$ cat config.mk
export PLATFORM = sky130hd
export DESIGN_NAME = cache_range_seq
export DESIGN_NICKNAME = d
export VERILOG_FILES = /design/src/rtl/crs_pkg.sv /design/src/rtl/crs_align.sv /design/src/rtl/crs_chunk.sv /design/src/rtl/cache_range_seq.sv
export SDC_FILE = /design/constraint.sdc
export NUM_CORES = 1
export LEC_CHECK = 0
export BUFFER_PORTS_ARGS = -buffer_cell sky130_fd_sc_hd__buf_2
export CAP_MARGIN = 20
export CORE_MARGIN = 2
export CORE_UTILIZATION = 40
export CTS_CLUSTER_SIZE = 28
export DETAILED_ROUTE_END_ITERATION = 10
export PLACE_DENSITY = 0.67
export SETUP_SLACK_MARGIN = 0.3
export SYNTH_ARGS = -nofsm -noshare
export SYNTH_HDL_FRONTEND = slang
export SYNTH_HIERARCHICAL = 1
export SYNTH_SLANG_ARGS = --single-unit
$ cat constraint.sdc
create_clock -name clk -period 8.6 [get_ports clk]
set_clock_uncertainty 0.2 [all_clocks]
set_input_delay 0.43 -clock clk [delete_from_list [all_inputs] [get_ports clk]]
set_output_delay 0.43 -clock clk [all_outputs]
set_load 0.05 [all_outputs]
$ cat src/rtl/crs_pkg.sv
package crs_pkg;

    typedef enum logic [1:0] {
        OP_INV       = 2'b00,
        OP_CLEAN     = 2'b01,
        OP_FLUSH     = 2'b10,
        OP_FLUSH_ALT = 2'b11
    } crs_op_e;

    localparam logic [2:0] KIND_LINE_CI     = 3'b001;
    localparam logic [2:0] KIND_RANGE_CLEAN = 3'b010;
    localparam logic [2:0] KIND_RANGE_INV   = 3'b100;

    typedef enum logic [2:0] {
        ST_IDLE,
        ST_ISSUE,
        ST_WAIT,
        ST_BAR,
        ST_DONE
    } crs_state_e;

    typedef enum logic [1:0] {
        STEP_HEAD,
        STEP_TAIL,
        STEP_CLEAN,
        STEP_INV
    } crs_step_e;

endpackage

$ cat src/rtl/crs_align.sv
module crs_align
    import crs_pkg::*;
#(
    parameter int AW         = 32,
    parameter int LINE_BYTES = 32
) (
    input  crs_op_e         op,
    input  logic [AW-1:0]   start_addr,
    input  logic [AW-1:0]   end_addr,
    output logic [AW:0]     start_al,
    output logic [AW:0]     end_al,
    output logic            head_need,
    output logic            tail_need,
    output logic [AW-1:0]   head_line,
    output logic [AW-1:0]   tail_line
);
    localparam int          LB       = $clog2(LINE_BYTES);
    localparam logic [AW:0] LMASK    = (AW+1)'(LINE_BYTES - 1);
    localparam logic [AW-1:0] LMASK_N = AW'(LINE_BYTES - 1);

    logic [AW:0] s_ext;
    logic [AW:0] e_ext;

    always_comb begin
        s_ext     = {1'b0, start_addr};
        e_ext     = {1'b0, end_addr};
        head_line = start_addr & ~LMASK_N;
        tail_line = end_addr & ~LMASK_N;
        if (op == OP_INV) begin
            // r4_: partial edges get a line command, the range shrinks inward
            head_need = |start_addr[LB-1:0];
            tail_need = |end_addr[LB-1:0];
            start_al  = head_need ? ((s_ext | LMASK) + 1'b1) : s_ext;
            end_al    = e_ext & ~LMASK;
        end else begin
            // r3_: clean and flush grow outward to whole lines
            head_need = 1'b0;
            tail_need = 1'b0;
            start_al  = s_ext & ~LMASK;
            end_al    = (e_ext + LMASK) & ~LMASK;
        end
    end

endmodule

$ cat src/rtl/crs_chunk.sv
module crs_chunk #(
    parameter int AW              = 32,
    parameter int PAGE_BYTES      = 4096,
    parameter int MAX_CHUNK_BYTES = 1024
) (
    input  logic [AW:0] cur,
    input  logic [AW:0] lim,
    output logic [AW:0] chunk_end
);
    localparam logic [AW:0] CAP   = (AW+1)'(MAX_CHUNK_BYTES);
    localparam logic [AW:0] PMASK = (AW+1)'(PAGE_BYTES - 1);

    logic [AW:0] cap_end;
    logic [AW:0] page_end;

    // r5_: least of request end, size cap and next page boundary
    always_comb begin
        cap_end   = cur + CAP;
        page_end  = (cur | PMASK) + 1'b1;
        chunk_end = lim;
        if (cap_end < chunk_end)  chunk_end = cap_end;
        if (page_end < chunk_end) chunk_end = page_end;
    end

endmodule

$ cat src/rtl/cache_range_seq.sv
module cache_range_seq
    import crs_pkg::*;
#(
    parameter int AW              = 32,
    parameter int LINE_BYTES      = 32,
    parameter int PAGE_BYTES      = 4096,
    parameter int MAX_CHUNK_BYTES = 1024
) (
    input  logic          clk,
    input  logic          rst_n,
    input  logic          req_valid,
    output logic          req_ready,
    input  logic [1:0]    req_op,
    input  logic          req_wt,
    input  logic [AW-1:0] req_start,
    input  logic [AW-1:0] req_end,
    output logic          cmd_valid,
    input  logic          cmd_ready,
    output logic [2:0]    cmd_kind,
    output logic [AW-1:0] cmd_lo,
    output logic [AW-1:0] cmd_hi,
    input  logic          cmd_ack,
    output logic          barrier_req,
    input  logic          barrier_ack,
    output logic          done
);
    localparam int            LB       = $clog2(LINE_BYTES);
    localparam int            PB       = $clog2(PAGE_BYTES);
    localparam logic [AW-1:0] LINE_AW  = AW'(LINE_BYTES);
    localparam logic [AW-1:0] SPAN_MAX = AW'(MAX_CHUNK_BYTES - LINE_BYTES);

    typedef struct packed {
        crs_state_e    state;
        crs_step_e     step;
        crs_op_e       op;
        logic          wt;
        logic [AW:0]   cur;
        logic [AW:0]   lim;
        logic          tail_need;
        logic [AW-1:0] head_line;
        logic [AW-1:0] tail_line;
    } regs_t;

    regs_t q, d;

    // request alignment
    crs_op_e       in_op;
    logic [AW:0]   al_start, al_end;
    logic          al_head, al_tail;
    logic [AW-1:0] al_hline, al_tline;

    assign in_op = crs_op_e'(req_op);

    crs_align #(.AW(AW), .LINE_BYTES(LINE_BYTES)) u_align (
        .op        (in_op),
        .start_addr(req_start),
        .end_addr  (req_end),
        .start_al  (al_start),
        .end_al    (al_end),
        .head_need (al_head),
        .tail_need (al_tail),
        .head_line (al_hline),
        .tail_line (al_tline)
    );

    // chunk boundary for the current position
    logic [AW:0] chunk_end;

    crs_chunk #(.AW(AW), .PAGE_BYTES(PAGE_BYTES), .MAX_CHUNK_BYTES(MAX_CHUNK_BYTES)) u_chunk (
        .cur      (q.cur),
        .lim      (q.lim),
        .chunk_end(chunk_end)
    );

    // entry into the chunk loop: from a new request or after a step finishes
    crs_op_e     ent_op;
    logic        ent_wt;
    logic [AW:0] ent_cur;
    logic [AW:0] ent_lim;
    logic        ent_bar;
    crs_step_e   ent_step;

    always_comb begin
        if (q.state == ST_IDLE) begin
            ent_op  = in_op;
            ent_wt  = req_wt;
            ent_cur = al_start;
            ent_lim = al_end;
        end else begin
            ent_op  = q.op;
            ent_wt  = q.wt;
            ent_cur = (q.step == STEP_CLEAN || q.step == STEP_INV) ? chunk_end : q.cur;
            ent_lim = q.lim;
        end
        // r8_ / r7_: empty range or write-through clean goes straight to the barrier
        ent_bar  = (ent_cur >= ent_lim) || (ent_op == OP_CLEAN && ent_wt);
        ent_step = (ent_op != OP_INV && !ent_wt) ? STEP_CLEAN : STEP_INV;
    end

    // next-state logic
    always_comb begin
        d = q;
        case (q.state)
            ST_IDLE: begin
                if (req_valid) begin
                    d.op        = in_op;
                    d.wt        = req_wt;
                    d.cur       = al_start;
                    d.lim       = al_end;
                    d.tail_need = al_tail;
                    d.head_line = al_hline;
                    d.tail_line = al_tline;
                    if (al_head) begin
                        d.state = ST_ISSUE;
                        d.step  = STEP_HEAD;
                    end else if (al_tail) begin
                        d.state = ST_ISSUE;
                        d.step  = STEP_TAIL;
                    end else begin
                        d.state = ent_bar ? ST_BAR : ST_ISSUE;
                        d.step  = ent_step;
                    end
                end
            end
            ST_ISSUE: begin
                if (cmd_ready) d.state = ST_WAIT;
            end
            ST_WAIT: begin
                if (cmd_ack) begin
                    case (q.step)
                        STEP_HEAD: begin
                            if (q.tail_need) begin
                                d.state = ST_ISSUE;
                                d.step  = STEP_TAIL;
                            end else begin
                                d.state = ent_bar ? ST_BAR : ST_ISSUE;
                                d.step  = ent_step;
                            end
                        end
                        STEP_TAIL: begin
                            d.state = ent_bar ? ST_BAR : ST_ISSUE;
                            d.step  = ent_step;
                        end
                        STEP_CLEAN: begin
                            if (q.op == OP_FLUSH || q.op == OP_FLUSH_ALT) begin
                                // r6_: same chunk, now the invalidate half
                                d.state = ST_ISSUE;
                                d.step  = STEP_INV;
                            end else begin
                                d.cur   = chunk_end;
                                d.state = ent_bar ? ST_BAR : ST_ISSUE;
                                d.step  = ent_step;
                            end
                        end
                        default: begin
                            d.cur   = chunk_end;
                            d.state = ent_bar ? ST_BAR : ST_ISSUE;
                            d.step  = ent_step;
                        end
                    endcase
                end
            end
            ST_BAR: begin
                if (barrier_ack) d.state = ST_DONE;
            end
            default: begin
                d.state = ST_IDLE;
            end
        endcase
    end

    always_ff @(posedge clk or negedge rst_n) begin
        if (!rst_n) begin
            q       <= '0;
            q.state <= ST_IDLE;
            q.step  <= STEP_HEAD;
            q.op    <= OP_INV;
        end else begin
            q <= d;
        end
    end

    // outputs
    always_comb begin
        req_ready   = (q.state == ST_IDLE);
        cmd_valid   = (q.state == ST_ISSUE);
        barrier_req = (q.state == ST_BAR);
        done        = (q.state == ST_DONE);
        case (q.step)
            STEP_HEAD: begin
                cmd_kind = KIND_LINE_CI;
                cmd_lo   = q.head_line;
                cmd_hi   = q.head_line;
            end
            STEP_TAIL: begin
                cmd_kind = KIND_LINE_CI;
                cmd_lo   = q.tail_line;
                cmd_hi   = q.tail_line;
            end
            STEP_CLEAN: begin
                cmd_kind = KIND_RANGE_CLEAN;
                cmd_lo   = q.cur[AW-1:0];
                cmd_hi   = chunk_end[AW-1:0] - LINE_AW;
            end
            default: begin
                cmd_kind = KIND_RANGE_INV;
                cmd_lo   = q.cur[AW-1:0];
                cmd_hi   = chunk_end[AW-1:0] - LINE_AW;
            end
        endcase
    end

    // assertions
    a_r1_idle_quiet: assert property (@(posedge clk) disable iff (!rst_n)
        req_ready |-> (!cmd_valid && !barrier_req && !done));

    a_r2_kind_onehot: assert property (@(posedge clk) disable iff (!rst_n)
        cmd_valid |-> ($countones(cmd_kind) == 1));

    a_r2_hold_stable: assert property (@(posedge clk) disable iff (!rst_n)
        (cmd_valid && !cmd_ready) |=> (cmd_valid && $stable(cmd_kind) && $stable(cmd_lo) && $stable(cmd_hi)));

    a_r2_wait_for_ack: assert property (@(posedge clk) disable iff (!rst_n)
        (cmd_valid && cmd_ready) |=> !cmd_valid);

    a_r3_line_aligned: assert property (@(posedge clk) disable iff (!rst_n)
        cmd_valid |-> (cmd_lo[LB-1:0] == '0 && cmd_hi[LB-1:0] == '0));

    a_r5_same_page: assert property (@(posedge clk) disable iff (!rst_n)
        cmd_valid |-> (cmd_lo[AW-1:PB] == cmd_hi[AW-1:PB]));

    a_r5_span_cap: assert property (@(posedge clk) disable iff (!rst_n)
        cmd_valid |-> (cmd_hi >= cmd_lo && (cmd_hi - cmd_lo) <= SPAN_MAX));

    a_r7_wt_no_clean: assert property (@(posedge clk) disable iff (!rst_n)
        (cmd_valid && q.wt) |-> (cmd_kind != KIND_RANGE_CLEAN));

    a_r9_done_after_barrier: assert property (@(posedge clk) disable iff (!rst_n)
        done |-> $past(barrier_req && barrier_ack));

    a_r9_done_single: assert property (@(posedge clk) disable iff (!rst_n)
        done |=> (!done && req_ready));

endmodule

==> metrics.txt <==
warnings from Yosys 6; Hold WC Path Type input pin to register; Top cell by count, worst path ha_1; setup violators final 0; Synth Flop Type dfrtp_1; Final ANT Viol Nets 0; Vias between 10000 and 15000; TritonRoute pass-1 iters 6; Critical Path Start Type register; Seq/Total Area, Yosys 25.7%; Die Area 0.0354 mm^2; global-route wire length before repair 73.0 mm; layout cells sized above 1 18.0%; number of synthesized flops with an enable pin 0; count leader, synth nand2_1; CP Capture Type output pin; WL/cell 20.0 um; period utilisation layout roughly 94%; max_cap viols 0; Cell Area, Synth 0.0135 mm^2; Synth area leader dfrtp_1; Num CTS Buffers 17; biggest regs q x139; RSZ-0062 raised after global routing true; post-synthesis cell count 1814; detailed placer's ending HPWL 34.6 mm; Max Freq 123 MHz; core area about 0.033 mm^2; status complete, no violations; x dimension of the die around 190 um; clock-pin slew on the worst setup and hold paths 0.07 ns; worst slew pin tran just over 1 ns; Slew HR 31.3%; Fin. Hold Viols 0; WP data required 7.97 ns; Post-Place Cell Area approximately 0.014 mm^2; GRT overflow 0; crit path max fanout 8; Setup CP Type register to output pin; Die Y-Extent 188 um; GP Congestion 0.998; #FFs+latches synth approximately 140; Syn Area/Cell 7.47 um^2; # rows 67; CTS tree yes; Hold Slack 0.0357 ns; fin crit period approximately 8 ns; Bufs on Longest Clock Path 2; max reg flops 139; Buf/Inv on CP 5; DR iter-0 viols 1116; largest reg by FF count q; area grow syn2layout 14.1%; pins over their slew limit 0; global-route usage over all layers a little over a quarter; Initial Util 40.5%; clk root buf clkbuf_16; vias in the first global route 13000; Via density approximately 5.6; I/O pins between 100 and 150; Synth cell types 76; crit path DAT 7.50 ns; async set-reset flop share out of synthesis 100%; DRC 0; fin nets a little over 2000; delay-heaviest family, CP simple AND/OR/NAND/NOR gates; Routed WL roughly 47 mm; initial antenna violation count 1; Clock Latency Late Sink 0.45 ns; CTS H-tree depth 4; fin area between 0.015 and 0.02 mm^2; largest net degree at the start of global routing 75; IO buf count 143; clk sinks 139; Synth top area share approximately 26%; Reg2Reg Setup Slack 0.74 ns; crit path max-delay cell type dfrtp_1; synth top area cells dfrtp_1 (26%), nand2_1 (12%), ha_1 (8.3%); CP peak stage delay 0.40 ns; most frequent cells after synthesis nand2_1 (445), dfrtp_1 (139), nor2_1 (110)
## timing repair
action                                  CTS  global route
endpoints found under the hold margin    71             0
endpoints found under the setup margin   26            23
cloned                                    1             3
setup buffers                            10            25
hold buffers                              2             0
pin swaps                                 6            11
gates resized for setup                  27            33
## path summary, 6_finish.rpt
path / to / from / cells after the start
worst max register to register: q[137] / q[110] / 34
worst max-delay path: cmd_hi[21] / q[110] / 30
max in group asynchronous: q[124] / rst_n / 3
worst min register to register: q[20] / q[20] / 2
min in group asynchronous: q[41] / rst_n / 2
worst min-delay path: q[13] / req_end[13] / 3
## layer usage
metal	vias up	GRT usage [%]	share of wire [%]	wire length [um]
met1	6392	35.4	44	20700
met5	-	0	0	0
li1	6314	-	-	-
met3	104	4.19	6.7	3170
met2	544	42.1	46	21800
met4	0	12.0	3.9	1840
## cell families after synthesis
| logic type | Yosys count | share of synthesized area (%) |
|---|---|---|
| AND/OR/NAND/NOR | 813 | 28.2 |
| AO/OA/AOI/OAI | 300 | 13.6 |
| buffers and inverters | 267 | 10.1 |
| flip-flops | 139 | 25.7 |
| XOR/XNOR | 115 | 7.49 |
| adder cells (fa/ha/maj) | 90 | 8.31 |
| multiplexers | 89 | 6.61 |
| other | 1 | 0.0277 |
## worst register-to-register path, delay by kind of cell (launching register included)
kind | cells | cell delay, ns
compound gates | 12 | 2.66
xor+xnor | 1 | 0.22
buf+inv | 5 | 0.85
simple gates | 11 | 2.18
mux | 1 | 0.13
fa+ha+maj | 4 | 1.10
flops | 1 | 0.40
## layout by cell type, fill, tap and decap left out, types with 6 or more instances in the layout
master and instances:
nor2_1 106, a211oi_1 40, ha_1 89, xnor2_1 61, nand4_1 32, a21o_1 8
nor4_1 18, inv_1 90, a21oi_2 6, xor2_1 53, o21ai_0 63, and2_1 35
nand2_1 444, clkbuf_16 17, nand3_1 61, nor4_4 7, nor3_1 22, a21oi_1 96
or3_1 8, buf_4 82, a31oi_1 40, nor4_2 9, conb_1 20, mux2i_1 83
buf_2 137, dfrtp_2 7, and3_1 10, dfrtp_1 131, and4_1 8
## stage by stage
stage	setup slack [ns]	std cells	setup TNS, ns	util (%)
2_1_floorplan	0.303	1833	0	-
3_3_place_gp	-0.0652	2295	-0.0883	42.7
3_5_place_dp	-0.304	2295	-2.36	42.7
4_1_cts	0.328	2340	0	45.2
5_1_grt	0.202	2369	0	46.2
6_report	0.473	2369	0	46.2
## area by class of cell
type,instances,area [um^2]
clock inverter,12,164
fill,3316,18000
timing repair buffer,227,1390
tap,448,561
multi-input combinational,1431,9070
antenna,1,2.50
clock buffer,20,447
sequential,139,3490
inverter,91,342
Power is not shown: default switching activity piles up to over one toggle a cycle in this logic, so the estimate is an artifact.
